`src/rtl/evseq_pkg.sv`:
```
package evseq_pkg;

  typedef enum logic [2:0] {
    ST_IDLE,
    ST_REQ,
    ST_LATCH,
    ST_RUN,
    ST_DONE
  } seq_state_e;

  // Slots per sample actually used: zero is promoted to one.
  function automatic int unsigned eff_reps(input int unsigned rep);
    return (rep == 0) ? 1 : rep;
  endfunction

  // Index of the final element of a run of n (n >= 1).
  function automatic int unsigned last_of(input int unsigned n);
    return (n == 0) ? 0 : n - 1;
  endfunction

endpackage

```
`src/rtl/evseq_fetch.sv`:
```
module evseq_fetch
  import evseq_pkg::*;
#(
  parameter int ADDR_W = 6
) (
  input  logic              clk,
  input  logic              rst_n,
  input  logic              trig,
  input  logic              desc_end,
  input  logic              ev_last,
  output logic              meta_rd,
  output logic [ADDR_W-1:0] meta_addr,
  output logic              load,
  output logic              running,
  output logic              busy,
  output logic              done,
  output logic              start
);

  seq_state_e        state_q, state_d;
  logic [ADDR_W-1:0] ptr_q;

  assign start = trig && (state_q == ST_IDLE || state_q == ST_DONE);

  always_comb begin
    state_d = state_q;
    case (state_q)
      ST_IDLE, ST_DONE: if (trig) state_d = ST_REQ;
      ST_REQ:           state_d = ST_LATCH;
      ST_LATCH:         state_d = desc_end ? ST_DONE : ST_RUN;
      ST_RUN:           if (ev_last) state_d = ST_REQ;
      default:          state_d = ST_IDLE;
    endcase
  end

  always_ff @(posedge clk) begin
    if (!rst_n) begin
      state_q <= ST_IDLE;
      ptr_q   <= '0;
    end else begin
      state_q <= state_d;
      if (start)        ptr_q <= '0;
      else if (ev_last) ptr_q <= ptr_q + ADDR_W'(1);
    end
  end

  assign meta_rd   = (state_q == ST_REQ);
  assign meta_addr = ptr_q;
  assign load      = (state_q == ST_LATCH) && !desc_end;
  assign running   = (state_q == ST_RUN);
  assign busy      = (state_q == ST_REQ) || (state_q == ST_LATCH) || running;
  assign done      = (state_q == ST_DONE);

  p_done_excl_r5: assert property (@(posedge clk) disable iff (!rst_n)
    !(busy && done));
  p_done_entry_r5: assert property (@(posedge clk) disable iff (!rst_n)
    $rose(done) |-> $past(desc_end));
  p_read_single_r2: assert property (@(posedge clk) disable iff (!rst_n)
    meta_rd |=> !meta_rd);

endmodule

```
`src/rtl/evseq_pacer.sv`:
```
module evseq_pacer
  import evseq_pkg::*;
#(
  parameter int CNT_W = 16,
  parameter int REP_W = 8
) (
  input  logic             clk,
  input  logic             rst_n,
  input  logic             load,
  input  logic [CNT_W-1:0] ld_cnt,
  input  logic [REP_W-1:0] ld_rep,
  input  logic             step,
  output logic             first_slot,
  output logic             ev_last
);

  logic [CNT_W-1:0] cnt_q, samp_idx_q;
  logic [REP_W-1:0] rep_q, rep_idx_q;
  logic             slot_last, samp_last;

  assign first_slot = (rep_idx_q == '0);
  assign slot_last  = (rep_idx_q == REP_W'(last_of(32'(rep_q))));
  assign samp_last  = (samp_idx_q == CNT_W'(last_of(32'(cnt_q))));
  assign ev_last    = step && slot_last && samp_last;

  always_ff @(posedge clk) begin
    if (!rst_n) begin
      cnt_q      <= '0;
      rep_q      <= REP_W'(1);
      samp_idx_q <= '0;
      rep_idx_q  <= '0;
    end else if (load) begin
      cnt_q      <= ld_cnt;
      rep_q      <= REP_W'(eff_reps(32'(ld_rep)));
      samp_idx_q <= '0;
      rep_idx_q  <= '0;
    end else if (step) begin
      if (slot_last) begin
        rep_idx_q  <= '0;
        samp_idx_q <= samp_idx_q + CNT_W'(1);
      end else begin
        rep_idx_q  <= rep_idx_q + REP_W'(1);
      end
    end
  end

  p_rep_bound_r3: assert property (@(posedge clk) disable iff (!rst_n)
    rep_idx_q < rep_q);
  p_rep_nonzero_r3: assert property (@(posedge clk) disable iff (!rst_n)
    rep_q != '0);

endmodule

```
`src/rtl/evseq_hold.sv`:
```
module evseq_hold #(
  parameter int SAMP_W = 20
) (
  input  logic              clk,
  input  logic              rst_n,
  input  logic              take,
  input  logic              miss,
  input  logic              clr,
  input  logic [SAMP_W-1:0] data,
  output logic [SAMP_W-1:0] word,
  output logic              underrun
);

  always_ff @(posedge clk) begin
    if (!rst_n) begin
      word     <= '0;
      underrun <= 1'b0;
    end else begin
      if (take) word <= data;
      if (clr)       underrun <= 1'b0;
      else if (miss) underrun <= 1'b1;
    end
  end

  p_word_hold_r3: assert property (@(posedge clk) disable iff (!rst_n)
    !take |=> $stable(word));
  p_underrun_sticky_r6: assert property (@(posedge clk) disable iff (!rst_n)
    (underrun && !clr) |=> underrun);
  p_take_miss_excl_r6: assert property (@(posedge clk) disable iff (!rst_n)
    !(take && miss));

endmodule

```
`src/rtl/evseq_top.sv`:
```
module evseq_top
  import evseq_pkg::*;
#(
  parameter int ADDR_W = 6,
  parameter int CNT_W  = 16,
  parameter int REP_W  = 8,
  parameter int SAMP_W = 20
) (
  input  logic              clk,
  input  logic              rst_n,
  input  logic              trig,
  input  logic              slot_tick,
  output logic              meta_rd,
  output logic [ADDR_W-1:0] meta_addr,
  input  logic [CNT_W-1:0]  meta_cnt,
  input  logic [REP_W-1:0]  meta_rep,
  input  logic              fifo_empty,
  input  logic [SAMP_W-1:0] fifo_data,
  output logic              fifo_pop,
  output logic [SAMP_W-1:0] dac_word,
  output logic              busy,
  output logic              done,
  output logic              underrun
);

  // Named internal events
  logic desc_end, ev_last, load, running, start;
  logic step, first_slot, want_pop, miss;

  assign desc_end = (meta_cnt == '0);
  assign step     = slot_tick && running;
  assign want_pop = step && first_slot;
  assign fifo_pop = want_pop && !fifo_empty;
  assign miss     = want_pop && fifo_empty;

  evseq_fetch #(.ADDR_W(ADDR_W)) u_fetch (
    .clk(clk), .rst_n(rst_n), .trig(trig), .desc_end(desc_end),
    .ev_last(ev_last), .meta_rd(meta_rd), .meta_addr(meta_addr),
    .load(load), .running(running), .busy(busy), .done(done),
    .start(start)
  );

  evseq_pacer #(.CNT_W(CNT_W), .REP_W(REP_W)) u_pacer (
    .clk(clk), .rst_n(rst_n), .load(load), .ld_cnt(meta_cnt),
    .ld_rep(meta_rep), .step(step), .first_slot(first_slot),
    .ev_last(ev_last)
  );

  evseq_hold #(.SAMP_W(SAMP_W)) u_hold (
    .clk(clk), .rst_n(rst_n), .take(fifo_pop), .miss(miss),
    .clr(start), .data(fifo_data), .word(dac_word), .underrun(underrun)
  );

  p_pop_guard_r6: assert property (@(posedge clk) disable iff (!rst_n)
    fifo_pop |-> !fifo_empty);
  p_pop_in_run_r7: assert property (@(posedge clk) disable iff (!rst_n)
    fifo_pop |-> (running && slot_tick));
  p_retrig_ignored_r8: assert property (@(posedge clk) disable iff (!rst_n)
    (running && trig && !ev_last) |=> running);
  p_start_reads_r2: assert property (@(posedge clk) disable iff (!rst_n)
    start |=> (meta_rd && meta_addr == '0));

endmodule

```
`config.mk`:
```
export PLATFORM = sky130hd
export DESIGN_NAME = evseq_top
export DESIGN_NICKNAME = d
export VERILOG_FILES = /design/src/rtl/evseq_pkg.sv /design/src/rtl/evseq_fetch.sv /design/src/rtl/evseq_pacer.sv /design/src/rtl/evseq_hold.sv /design/src/rtl/evseq_top.sv
export SDC_FILE = /design/constraint.sdc
export NUM_CORES = 1
export LEC_CHECK = 0
export BUFFER_PORTS_ARGS = -buffer_cell sky130_fd_sc_hd__buf_2
export CAP_MARGIN = 10
export CELL_PAD_IN_SITES_DETAIL_PLACEMENT = 0
export CELL_PAD_IN_SITES_GLOBAL_PLACEMENT = 1
export CORE_MARGIN = 4
export CORE_UTILIZATION = 38
export DETAILED_ROUTE_END_ITERATION = 8
export PLACE_DENSITY_LB_ADDON = 0.1
export RECOVER_POWER = 25
export SLEW_MARGIN = 5
export SYNTH_ARGS = -nofsm -noshare
export SYNTH_HDL_FRONTEND = slang
export SYNTH_SLANG_ARGS = --single-unit
```
`constraint.sdc`:
```
create_clock -name clk -period 3.1 [get_ports clk]
set_clock_uncertainty 0.1 [all_clocks]
set_input_delay 0.93 -clock clk [delete_from_list [all_inputs] [get_ports clk]]
set_output_delay 0.93 -clock clk [all_outputs]
set_load 0.005 [all_outputs]
```
# After elaboration in Yosys (flattened, before gate mapping)

Index checks and enable logic that the tools add are counted.

Flip-flop bits (word level): 78
Logic and storage cells: 54
Input port bits: 49
Output and inout bits: 31

Multiplexer cells: 8
Add/subtract/negate cells: 5
Bitwise logic cells: 1
Equality and inequality tests: 8
Reduce and logical (&&, ||, !) cells: 24

Operators by type and width:

| cell                  | count |
|---|---|
| $logic_not 16->1      | 2 |
| $logic_not 8->1       | 3 |
| $mux 8                | 3 |
| $add 16x1->16 const B | 1 |
| $eq 16x16->1          | 1 |
| $mux 16               | 1 |
| $sub 16x1->16 const B | 1 |
| $pmux 3 s4            | 1 |
| $mux 3                | 3 |
| $add 8x1->8 const B   | 1 |
| $eq 8x8->1            | 1 |
| $logic_and 1x1->1     | 8 |
| $sub 8x1->8 const B   | 1 |
| $add 6x1->6 const B   | 1 |
| $eq 3x2->1 const B    | 2 |
| $reduce_or 2->1       | 3 |
| $ne 2x2->1 const B    | 2 |
| $reduce_and 2->1      | 2 |
| $eq 3x1->1 const B    | 1 |
| $eq 3x3->1 const B    | 1 |
| $logic_not 3->1       | 1 |
| $logic_or 1x1->1      | 3 |
| $logic_not 1->1       | 2 |
| $not 1->1             | 1 |

# Depth between registers and ports, before layout

Gate-level depths: netlist (run 1).

Depth after elaboration: 7
Mapped depth: 12
Gate-level depth less buffers: 10

# Cells and area by module

A second synthesis (run 1) with hierarchy kept.

Cell total of the unflattened synthesis: 501
Area, all modules: 4,426.7 um^2

By module, submodules not included:

| module      | area an instance (um^2) | sequential area each (um^2) | instances | cells each |
|---|---|---|---|---|
| evseq_pacer | 3,135.5                 | 960.9                       | 1         | 376 |
| evseq_hold  | 787.0                   | 420.4                       | 1         | 67 |
| evseq_fetch | 449.2                   | 180.2                       | 1         | 49 |
| evseq_top   | 55.1                    | 0.0                         | 1         | 9 |

# Worst setup path before layout (run 1)

No wires, ideal clock.

Path kind: reg2reg
From: reg u_pacer.rep_q[0]
To: reg u_fetch.ptr_q[3], in the netlist u_fetch.meta_addr[3]
Data required time: 2.877 ns
Arrival: 2.756 ns
Clock period less this slack: 2.979 ns
Path buffers: 0
Slack: 0.121 ns
Cell stages (with the launch flop): 11
Library setup time: 0.123 ns
Cell sequence: dfxtp_1 -> inv_1 -> ha_1 -> or4b_1 -> o211a_1 -> o211ai_1 -> nand2_1 -> or4_4 -> nor4_4 -> a31o_1 -> a21oi_1

Cells in the longest elaborated chain, start to end: 5
Elaborated cells on any way between the ends: 6
Classes of those cells: add/sub: 1; eq/ne: 1; mux: 1; reduce/logical: 3

RTL lines:

| item                                           | line              | source |
|---|---|---|
| from (decl)                                    | evseq_pacer.sv:18 | `logic [REP_W-1:0] rep_q, rep_idx_q;` |
| from (signal assigned)                         | evseq_pacer.sv:34 | `rep_q <= REP_W'(eff_reps(32'(ld_rep)));` |
| $sub 8x1->8 or $logic_not 8->1 (tied branches) | evseq_pkg.sv:18   | `return (n == 0) ? 0 : n - 1;` |
| $mux 8 *                                       | evseq_pkg.sv:18   |  |
| $eq 8x8->1 *                                   | evseq_pacer.sv:22 | `assign slot_last = (rep_idx_q == REP_W'(last_of(32'(rep_q))));` |
| $logic_and 1x1->1 * (2 in series)              | evseq_pacer.sv:24 | `assign ev_last = step && slot_last && samp_last;` |
| to (signal assigned)                           | evseq_fetch.sv:43 | `else if (ev_last) ptr_q <= ptr_q + ADDR_W'(1);` |
| to (decl)                                      | evseq_fetch.sv:21 | `logic [ADDR_W-1:0] ptr_q;` |

Mark *: on every way between the ends. The rest lies on a longest branch, timed or not.
A chain may end at the register's enable or synchronous reset.

# Final worst setup path (run 1)

From: reg u_pacer.cnt_q[2]
To: reg u_fetch.ptr_q[5], in the netlist u_fetch.meta_addr[5]

Cells in the longest elaborated chain, start to end: 4
Elaborated cells on any way between the ends: 5
Classes of those cells: add/sub: 1; eq/ne: 1; mux: 1; reduce/logical: 2

RTL lines:

| item                                              | line              | source |
|---|---|---|
| from (decl)                                       | evseq_pacer.sv:17 | `logic [CNT_W-1:0] cnt_q, samp_idx_q;` |
| from (signal assigned)                            | evseq_pacer.sv:33 | `cnt_q <= ld_cnt;` |
| $sub 16x1->16 or $logic_not 16->1 (tied branches) | evseq_pkg.sv:18   |  |
| $mux 16 *                                         | evseq_pkg.sv:18   |  |
| $eq 16x16->1 *                                    | evseq_pacer.sv:23 | `assign samp_last = (samp_idx_q == CNT_W'(last_of(32'(cnt_q))));` |
| $logic_and 1x1->1 *                               | evseq_pacer.sv:24 |  |

Marked as above.

==> flow_summary.ini, run 1 <==
[finish]
design_area_um2 = 5480
multi_input_area_um2 = 2810
final_nets = 681
regArea_um2 = 1570
fin_cells = 773
final_layout_size_suffix_gt1_share_pct = 19.4
n_antenna_cell = 0
fillCellCount = 1137
syn2layout_area_growth_pct = 21.5

[critical_path]
rr_endpoint = u_fetch.meta_addr[5]
worstPathMaxFanout = 10
crit_arrival_ps = 3120
reg2reg_from = u_pacer.cnt_q[2]
worstSetupStartpointType = flip-flop
crit_end = u_fetch.meta_addr[5]
startpoint = u_pacer.cnt_q[2]
ff2ff_path_depth = 10
endpoint_kind = flip-flop
rrSetupSlack_ps = 150
critical_path_class = flip-flop to flip-flop
required_ps = 3270

[synthesis]
syn_inst = 538
yosysSeqAreaShare_pct = 34.6
synth_area_um2 = 4510
synthesis.nets = 593
synth-seq-cells = 78
synth-edff-count = 0
synthArstFlopShare_pct = 0
synth_cell_types = 66
avgSynthCellArea_um2 = 8.39
synthFlopType = dfxtp_1
yosysWarnings = 0

[floorplan]
dieArea_um2 = 13700
die_w_um = 117
core_area_um2 = 11500
die_y_um = 117
initial_utilization_pct = 39.2
rows = 39
pin_count = 80

[clocking]
path_clk_slew_ps = 60
cts_tree = built
cts_htree_levels = 3
cts_made_buffers = 9
cts_buffer_depth = 2
cts.root.buffer_cell = clkbuf_16
cts.sinks = 78
clock_latency_ps = 340

[place]
dp_cells = 755
gp_congestion = 0.817
post_dp_cell_area_um2 = 5170
port_buffers = 79
dpl.hpwl_mm = 8.98
pre_cts_slack_ps = 7.51

[global_route]
grt_use_met2_pct = 31.1
busiest_layer = met2
grt_pass1_vias = 4053
grt_pass1_wl_mm = 19.5
antenna_found_initial = 0
grt_use_met1_pct = 21.9
grt_use_met3_pct = 3.19
grt_max_degree = 27
track_usage_pct = 18.0
overflow = 0

[sta]
post-route-min-period_ps = 2950
hold_viol = 0
fin_crit_sh_pct = 95.2
worst_slack_ps = 150
max_freq_mhz = 339
holdWs_ps = 378
setup_viol = 0
worst_slew_pin_slew_ps = 672
max_slew_margin_pct = 55.1
finalMaxSlewViolations = 0

[flow_run]
cap_violations = 0

[power_and_ir_drop]
p_comb_share_pct = 22.6
total_power_mw = 2.64
netSwitchingFraction_pct = 30.3
pwr-share-clk_pct = 36.9
ir_drop_mv = 0.265
p_per_area_nw_per_um2 = 481
p_int_mw = 1.84
switchingPower_mw = 0.799
seqPwrFrac_pct = 40.4
p_leak_nw = 2.06

[min_path]
hold_class = flip-flop to flip-flop

[drt]
drt_first_pass_iters = 5
wl_mm = 11.9
drt_iter0_drc = 244
routed_via_density = 5.33
wl_per_cell_um = 15.4
drtAntennaViolNets = 0
route.detailed.drc = 0
vias = 4123

[outcome]
outcome = finished, final reports clean
through the flow:
step	TNS [ps]	util (%)
global route	-1.48	47.6
finish	0	47.6
CTS	0	47.2
detailed placement	0	44.9
global placement	0	44.9
floorplan	0	-
power by group through the flow:
stage	combinational, mW	sequential (mW)	clock, mW
final	0.597	1.07	0.974
after global routing	0.662	1.07	1.05
after CTS	0.565	1.07	1.01
after detailed placement	0.562	1.09	0
after global placement	0.555	1.09	0
after floorplan	0.396	1.07	0
final cells by class:
cell class	instances	share of cell area, %
clock buffers	10	4.18
clock inverters	5	0.685
flip-flops and latches	78	28.6
well taps	143	3.26
inverters	17	1.16
multi-input cells	413	51.3
repair buffers	107	10.8
critical path: stages, from the launching register on:
cell and delay (ps):
dfxtp_4 370, or4_4 560, or3_4 350, o21bai_4 170
a222oi_1 280, nand4_1 210, buf_4 190, nor4_4 210
buf_6 170, nand4_1 90, a21oi_1 180
worst min path at each step:
stage	slack, ps	end	from	cells after the start
floorplan	360	u_hold.underrun	u_hold.underrun	2
global placement	360	u_hold.underrun	u_hold.underrun	2
detailed placement	360	u_hold.underrun	u_hold.underrun	2
CTS	380	u_hold.underrun	u_hold.underrun	2
global route	430	u_hold.word[3]	u_hold.word[3]	2
finish	380	u_hold.underrun	u_hold.underrun	2
routing by layer:
layer,vias up,wire length (µm)
met1,1937,5350
li1,2113,-
met2,60,5980
met3,13,393
met5,-,0
met4,0,185
synth_stat cells (all sizes together), types with 3 or more instances:
master   count  area, µm²
nand3       10       50.1
xnor2       14        123
and2         6       37.5
o31ai        3       22.5
nor2b       24        150
nor3b       10       80.1
and3        13       81.3
a221oi       3       26.3
nand4       22        138
clkbuf      26       98.8
or3          5       31.3
nor3         7       40.0
dfxtp       78       1560
buf          4       32.5
a21oi       18       90.1
nor4        13        139
mux2i       23        230
a31oi        3       18.8
o22ai        3       18.8
o211ai       7       52.6
nand2b       5       31.3
o2111ai      3       26.3
inv         17       63.8
nor2        40        150
a31o         4       35.0
nand3b       4       30.0
ha           6       75.1
or4          8       67.6
xor2        23        201
a21boi      25        188
o21ai       14       70.1
nand2       65        244
cell usage in the layout (no fill, tap or decap), types with 3 or more instances in the layout:
| cell | Yosys | final |
|---|---|---|
| a221oi_1 | 3 | 3 |
| a21boi_0 | 25 | 25 |
| or3_1 | 5 | 4 |
| o211ai_1 | 7 | 7 |
| buf_4 | 0 | 26 |
| nor2_1 | 40 | 40 |
| nor3_1 | 6 | 6 |
| nor3b_1 | 9 | 7 |
| nor4_4 | 3 | 4 |
| xnor2_1 | 14 | 14 |
| o21ai_1 | 5 | 5 |
| and2_1 | 6 | 6 |
| o2111ai_1 | 3 | 3 |
| ha_1 | 6 | 5 |
| nor3b_2 | 1 | 3 |
| a31oi_1 | 3 | 3 |
| inv_1 | 17 | 16 |
| o21ai_0 | 9 | 9 |
| nand2_1 | 65 | 65 |
| buf_2 | 2 | 56 |
| mux2i_1 | 23 | 23 |
| nand2b_1 | 5 | 5 |
| xor2_1 | 23 | 23 |
| nand3b_1 | 4 | 4 |
| dfxtp_2 | 0 | 3 |
| dfxtp_1 | 78 | 74 |
| a21oi_1 | 18 | 18 |
| or4_1 | 6 | 6 |
| nor4_1 | 8 | 8 |
| clkbuf_1 | 25 | 24 |
| nor2b_1 | 24 | 24 |
| nand3_1 | 10 | 10 |
| o31ai_1 | 3 | 3 |
| a31o_1 | 4 | 4 |
| nand4_1 | 22 | 22 |
| and3_1 | 13 | 13 |
| clkbuf_16 | 0 | 9 |
sequential cells by signal, indices dropped and copies added, names as in the netlist:
register and cells:
u_hold.word 20, u_pacer.samp_idx_q 16, u_fetch.state_q 3, u_fetch.meta_addr 6, u_pacer.cnt_q 16, u_pacer.rep_idx_q 8
u_hold.underrun 1, u_pacer.rep_q 8
logic make-up after synthesis:
family | share of synthesized area [%]
xor gates and xnor gates | 7.18
adders and majority gates | 1.66
muxes | 5.10
DFF | 34.6
and+or+nand+nor | 30.6
buffers and inverters | 4.32
AOI/OAI and AO/OA | 16.6
timing repair:
item / in CTS / in global routing
endpoints found under the setup margin: 1 / 12
pin swaps: 0 / 5
resized for setup: 1 / 13
buffers inserted: 0 / 3
endpoints found under the hold margin: 0 / 0
hold buffers: 0 / 0
(Power assumes the default switching activity.)
==> run 2: changes to the inputs <==
--- a/constraint.sdc
+++ b/constraint.sdc
@@ -4,2 +4,2 @@
 set_output_delay 0.93 -clock clk [all_outputs]
-set_load 0.005 [all_outputs]
+set_load 0.02 [all_outputs]
==> run 2 against run 1 <==
Net effect: first-iteration DRC count stayed put; combinational power up 1%; core utilization about the same; flip-flop and latch count unchanged; highest routed layer unchanged.
==> flow_summary.ini, run 2 (same netlist as run 1, synthesis figures left out) <==
[power_and_ir_drop]
seqPwrFrac_pct = 40.3
p_comb_share_pct = 22.8
p_per_area_nw_per_um2 = 483
netSwitchingFraction_pct = 30.5
pwr-share-clk_pct = 36.8
ir_drop_mv = 0.266
p_int_mw = 1.84
p_leak_nw = 2.05
switchingPower_mw = 0.806

[drt]
drt_iter0_drc = 244
wl_mm = 11.9
route.detailed.drc = 0
vias = 4129
routed_via_density = 5.34
drtAntennaViolNets = 0
drt_first_pass_iters = 5
wl_per_cell_um = 15.4

[global_route]
track_usage_pct = 18.0
grt_max_degree = 27
antenna_found_initial = 0
overflow = 0
grt_pass1_wl_mm = 19.5
grt_pass1_vias = 4053

[finish]
design_area_um2 = 5480
fin_cells = 773
top_register = u_hold.word
regArea_um2 = 1570
n_antenna_cell = 0
final_cell_mix = 74 x dfxtp_1, 65 x nand2_1, 53 x buf_2
largest_reg_flops = 20
final_common_cell = dfxtp_1
fillCellCount = 1140
final_nets = 681
final_layout_size_suffix_gt1_share_pct = 18.9
reg_top3 = u_hold.word (20), u_pacer.cnt_q (16), u_pacer.samp_idx_q (16)
syn2layout_area_growth_pct = 21.4
multi_input_area_um2 = 2810

[min_path]
worstHoldEndpoint = u_hold.underrun
holdPathStages = 2
hold_class = flip-flop to flip-flop
min-delay-start = u_hold.underrun

[floorplan]
dieArea_um2 = 13700
pin_count = 80
core_area_um2 = 11500
rows = 39
die_y_um = 117
die_w_um = 117
initial_utilization_pct = 39.2

[clocking]
path_clk_slew_ps = 60
cts_tree = built
cts_htree_levels = 3
cts.root.buffer_cell = clkbuf_16
cts_hold_buf = 0
clock_latency_ps = 340
cts_buffer_depth = 2
cts.sinks = 78
cts_made_buffers = 9

[critical_path]
reg2reg_from = u_pacer.cnt_q[2]
worstSetupStartpointType = flip-flop
critical_path_class = flip-flop to flip-flop
endpoint_kind = flip-flop
rrSetupSlack_ps = 150
path_delay_family = simple AND/OR/NAND/NOR gates
rr_endpoint = u_fetch.meta_addr[5]
worstPathMaxFanout = 10
path_cells = or4_4 -> or3_4 -> o21bai_4 -> a222oi_1 -> nand4_1 -> buf_4 -> nor4_4 -> buf_6 -> nand4_1 -> a21oi_1
critPathBufInv = 2
worst_path_most_repeated_cell = nand4_1
critPathMaxStageDelay_ps = 560
crit_arrival_ps = 3120
ff2ff_path_depth = 10
required_ps = 3270
critical-path-slowest-cell = or4_4

[sta]
max_freq_mhz = 339
fin_crit_sh_pct = 95.2
worst_slew_pin_slew_ps = 672
post-route-min-period_ps = 2950
hold_viol = 0
finalMaxSlewViolations = 0
setup_viol = 0
max_slew_margin_pct = 55.1

[place]
gp_congestion = 0.817
dpl.hpwl_mm = 8.98
post_dp_cell_area_um2 = 5170
dp_cells = 755
port_buffers = 79

[flow_run]
cap_violations = 0

[outcome]
outcome = finished, final reports clean
==> run 2: cell types whose count changed in the layout (fill, tap and decap cells not counted), sizes merged <==
cell	change
buf	-3
clkbuf	+3
==> run 2: power groups by stage <==
stage,clock network [mW],registers (mW),logic [mW]
after floorplan,0,1.07,0.400
after global placement,0,1.09,0.561
after detailed placement,0,1.09,0.569
after CTS,1.01,1.07,0.572
after global routing,1.05,1.07,0.668
final,0.974,1.07,0.604
==> run 2: layer usage <==
metal  part of all wire (%)  GRT usage (%)
met5                      0              0
met4                    1.6           7.49
met3                    3.2           3.19
met2                     50           31.1
met1                     45           21.9
==> run 2: worst max path at each step <==
stage          slack [ps]  cells after the start                   end        startpoint
6_report              150                     10  u_fetch.meta_addr[5]  u_pacer.cnt_q[2]
5_1_grt                -1                     10  u_fetch.meta_addr[5]  u_pacer.cnt_q[2]
3_5_place_dp            8                     11  u_fetch.meta_addr[5]  u_pacer.rep_q[1]
4_1_cts                30                     11  u_fetch.meta_addr[5]  u_pacer.rep_q[0]
3_3_place_gp          120                     10  u_fetch.meta_addr[5]  u_pacer.cnt_q[2]
2_1_floorplan          80                      3              fifo_pop         slot_tick
==> run 2: through the flow <==
step           worst slack, ps  power, mW  utilization [%]  hold WS (ps)  TNS (ps)
5_1_grt                  -1.48       2.79             47.6           435     -1.48
6_report                   149       2.64             47.6           378         0
3_3_place_gp               119       1.65             44.9           360         0
4_1_cts                   32.9       2.65             47.2           377         0
3_5_place_dp              7.51       1.66             44.9           360         0
2_1_floorplan             79.3       1.47                -           376         0
==> run 2: final cells by class <==
class / count / area share, %
repair buffers: 107 / 10.8
clock inverters: 5 / 0.685
flip-flops and latches: 78 / 28.6
multi-input cells: 413 / 51.3
inverters: 17 / 1.16
clock buffers: 10 / 4.18
well taps: 143 / 3.27
==> run 2: worst min-delay path, stage by stage, from the launching register on <==
cell and delay (ps):
dfxtp_1 320, a31oi_1 40, nor2_1 80
==> run 2: what timing repair did <==
| item | CTS | global route |
|---|---|---|
| setup endpoints to repair | 1 | 12 |
| setup buffers | 0 | 3 |
| hold endpoints to repair | 0 | 0 |
| pin swaps | 0 | 5 |
| gates resized for setup | 1 | 13 |
==> run 3: changes to the inputs <==
- CORE_UTILIZATION: 38 -> 39
- CTS_BUF_LIST: not set -> sky130_fd_sc_hd__clkbuf_8
==> run 3 against run 2 <==
Net effect: flip-flop and latch count did not move; register-to-register slack got worse by 20 ps; first-iteration DRC count is 18% lower; critical endpoint is now u_fetch.state_q[1]; largest cell class unchanged; clock-buffer cell count down 1; clock power decreased by 8.6%; die area fell by 2.4%; cell area is 1.3% lower; global-route usage grew 0.23 points.
==> flow_summary.ini, run 3 (same netlist as run 1, synthesis figures left out) <==
[outcome]
outcome = finished, final reports clean

[sta]
finalMaxSlewViolations = 0
max_slew_margin_pct = 70.8
worst_slack_ps = 132
max_freq_mhz = 337
setup_viol = 0
fin_crit_sh_pct = 95.8
post-route-min-period_ps = 2970
tns_ps = 0
worst_slew_pin_slew_ps = 435
hold_viol = 0

[critical_path]
critPathMaxStageDelay_ps = 590
path_delay_family = simple AND/OR/NAND/NOR gates
worstPathMaxFanout = 5
required_ps = 3260
endpoint_kind = flip-flop
worstSetupStartpointType = flip-flop
cp.depth = 8
ff2ff_path_depth = 8
critical_path_class = flip-flop to flip-flop
critical-path-slowest-cell = or4b_4
critPathBufInv = 0
path_cells = or4_4 -> or3_4 -> o21bai_1 -> a222oi_1 -> nand4_1 -> or4b_4 -> o21ai_1 -> a21oi_1
crit_arrival_ps = 3130

[finish]
top_register = u_hold.word
final_layout_size_suffix_gt1_share_pct = 18.8
fin_cells = 772
final_cell_mix = 74 x dfxtp_1, 65 x nand2_1, 54 x buf_2
syn2layout_area_growth_pct = 19.8
final_nets = 679
largest_reg_flops = 20
reg_top3 = u_hold.word (20), u_pacer.cnt_q (16), u_pacer.samp_idx_q (16)
final_common_cell = dfxtp_1
n_antenna_cell = 0

[drt]
wl_per_cell_um = 15.3
drtAntennaViolNets = 0
wl_mm = 11.8
drt_iter0_drc = 201
route.detailed.drc = 0
drt_first_pass_iters = 4
vias = 4146
routed_via_density = 5.37

[power_and_ir_drop]
p_leak_nw = 2.01
p_per_area_nw_per_um2 = 472
ir_drop_mv = 0.294

[global_route]
overflow = 0
grt_max_degree = 28
track_usage_pct = 18.2
grt_pass1_vias = 4037
antenna_found_initial = 0
grt_pass1_wl_mm = 19.5

[floorplan]
die_y_um = 116
rows = 39
initial_utilization_pct = 39.7
core_area_um2 = 11400
die_w_um = 116
dieArea_um2 = 13400
pin_count = 80

[clocking]
path_clk_slew_ps = 80
cts_tree = built
clock_latency_ps = 370
cts_made_buffers = 9
cts_hold_buf = 0
cts_htree_levels = 3
cts_buffer_depth = 2
cts.root.buffer_cell = clkbuf_8
cts.sinks = 78

[min_path]
hold_class = flip-flop to flip-flop
holdPathStages = 2

[place]
gp_congestion = 0.858
dp_cells = 754
port_buffers = 79
pre_cts_slack_ps = 52.7
dpl.hpwl_mm = 8.89

[flow_run]
cap_violations = 0
run 3: changes by cell type in the layout (fill, tap and decap cells not counted), moves of 2 or more:
cell,previous run,this run
clkbuf_16,9,0
clkbuf_8,0,9
buf_4,26,24
bufinv_16,0,2
clkinvlp_4,2,0
inv_6,0,2
run 3: metal layers:
| layer | GRT usage (%) | wire length (µm) | share of wire (%) |
|---|---|---|---|
| met5 | 0 | 0 | 0 |
| met1 | 22.7 | 5420 | 46 |
| met4 | 7.12 | 245 | 2.1 |
| met2 | 29.9 | 5640 | 48 |
| met3 | 5.07 | 509 | 4.3 |
run 3: path summary, 6_finish.rpt:
| kind | startpoint | endpoint | slack (ps) |
|---|---|---|---|
| max | u_pacer.cnt_q[4] | u_fetch.state_q[1] | 130 |
| min | u_pacer.rep_q[2] | u_pacer.rep_q[2] | 390 |
| max reg2reg | u_pacer.cnt_q[4] | u_fetch.state_q[1] | 130 |
| min reg2reg | u_pacer.rep_q[2] | u_pacer.rep_q[2] | 390 |
run 3: area by class of cell:
cell class	instances	area, µm²
Sequential cell	78	1570
Fill cell	1164	5960
Timing Repair Buffer	105	559
Clock inverter	7	104
Multi-Input combinational cell	413	2810
Tap cell	143	179
Inverter	17	63.8
Clock buffer	9	124
run 3: stage by stage:
step	hold WS (ps)	util [%]	cell area, µm²	total power, mW
floorplan	376	-	4510	1.47
global placement	364	45.3	5150	1.65
detailed placement	379	45.3	5150	1.66
CTS	396	47.3	5370	2.56
global route	430	47.6	5410	2.70
finish	387	47.6	5410	2.55
run 3: worst register-to-register path, stage by stage (launching register included):
cell and delay [ps]:
dfxtp_1 390, or4_4 540, or3_4 350, o21bai_1 160, a222oi_1 320, nand4_1 210, or4b_4 590, o21ai_1 140
a21oi_1 80
run 3: what timing repair did:
item | in CTS | in global routing
setup buffers | 0 | 2
setup endpoints to repair | 0 | 9
resized for setup | 0 | 14
run 3: report_power, final:
part	internal [mW]	switching [mW]	total (mW)
registers	1.02	0.0406	1.07
logic	0.265	0.332	0.597
clock network	0.463	0.427	0.890
total	1.75	0.799	2.55
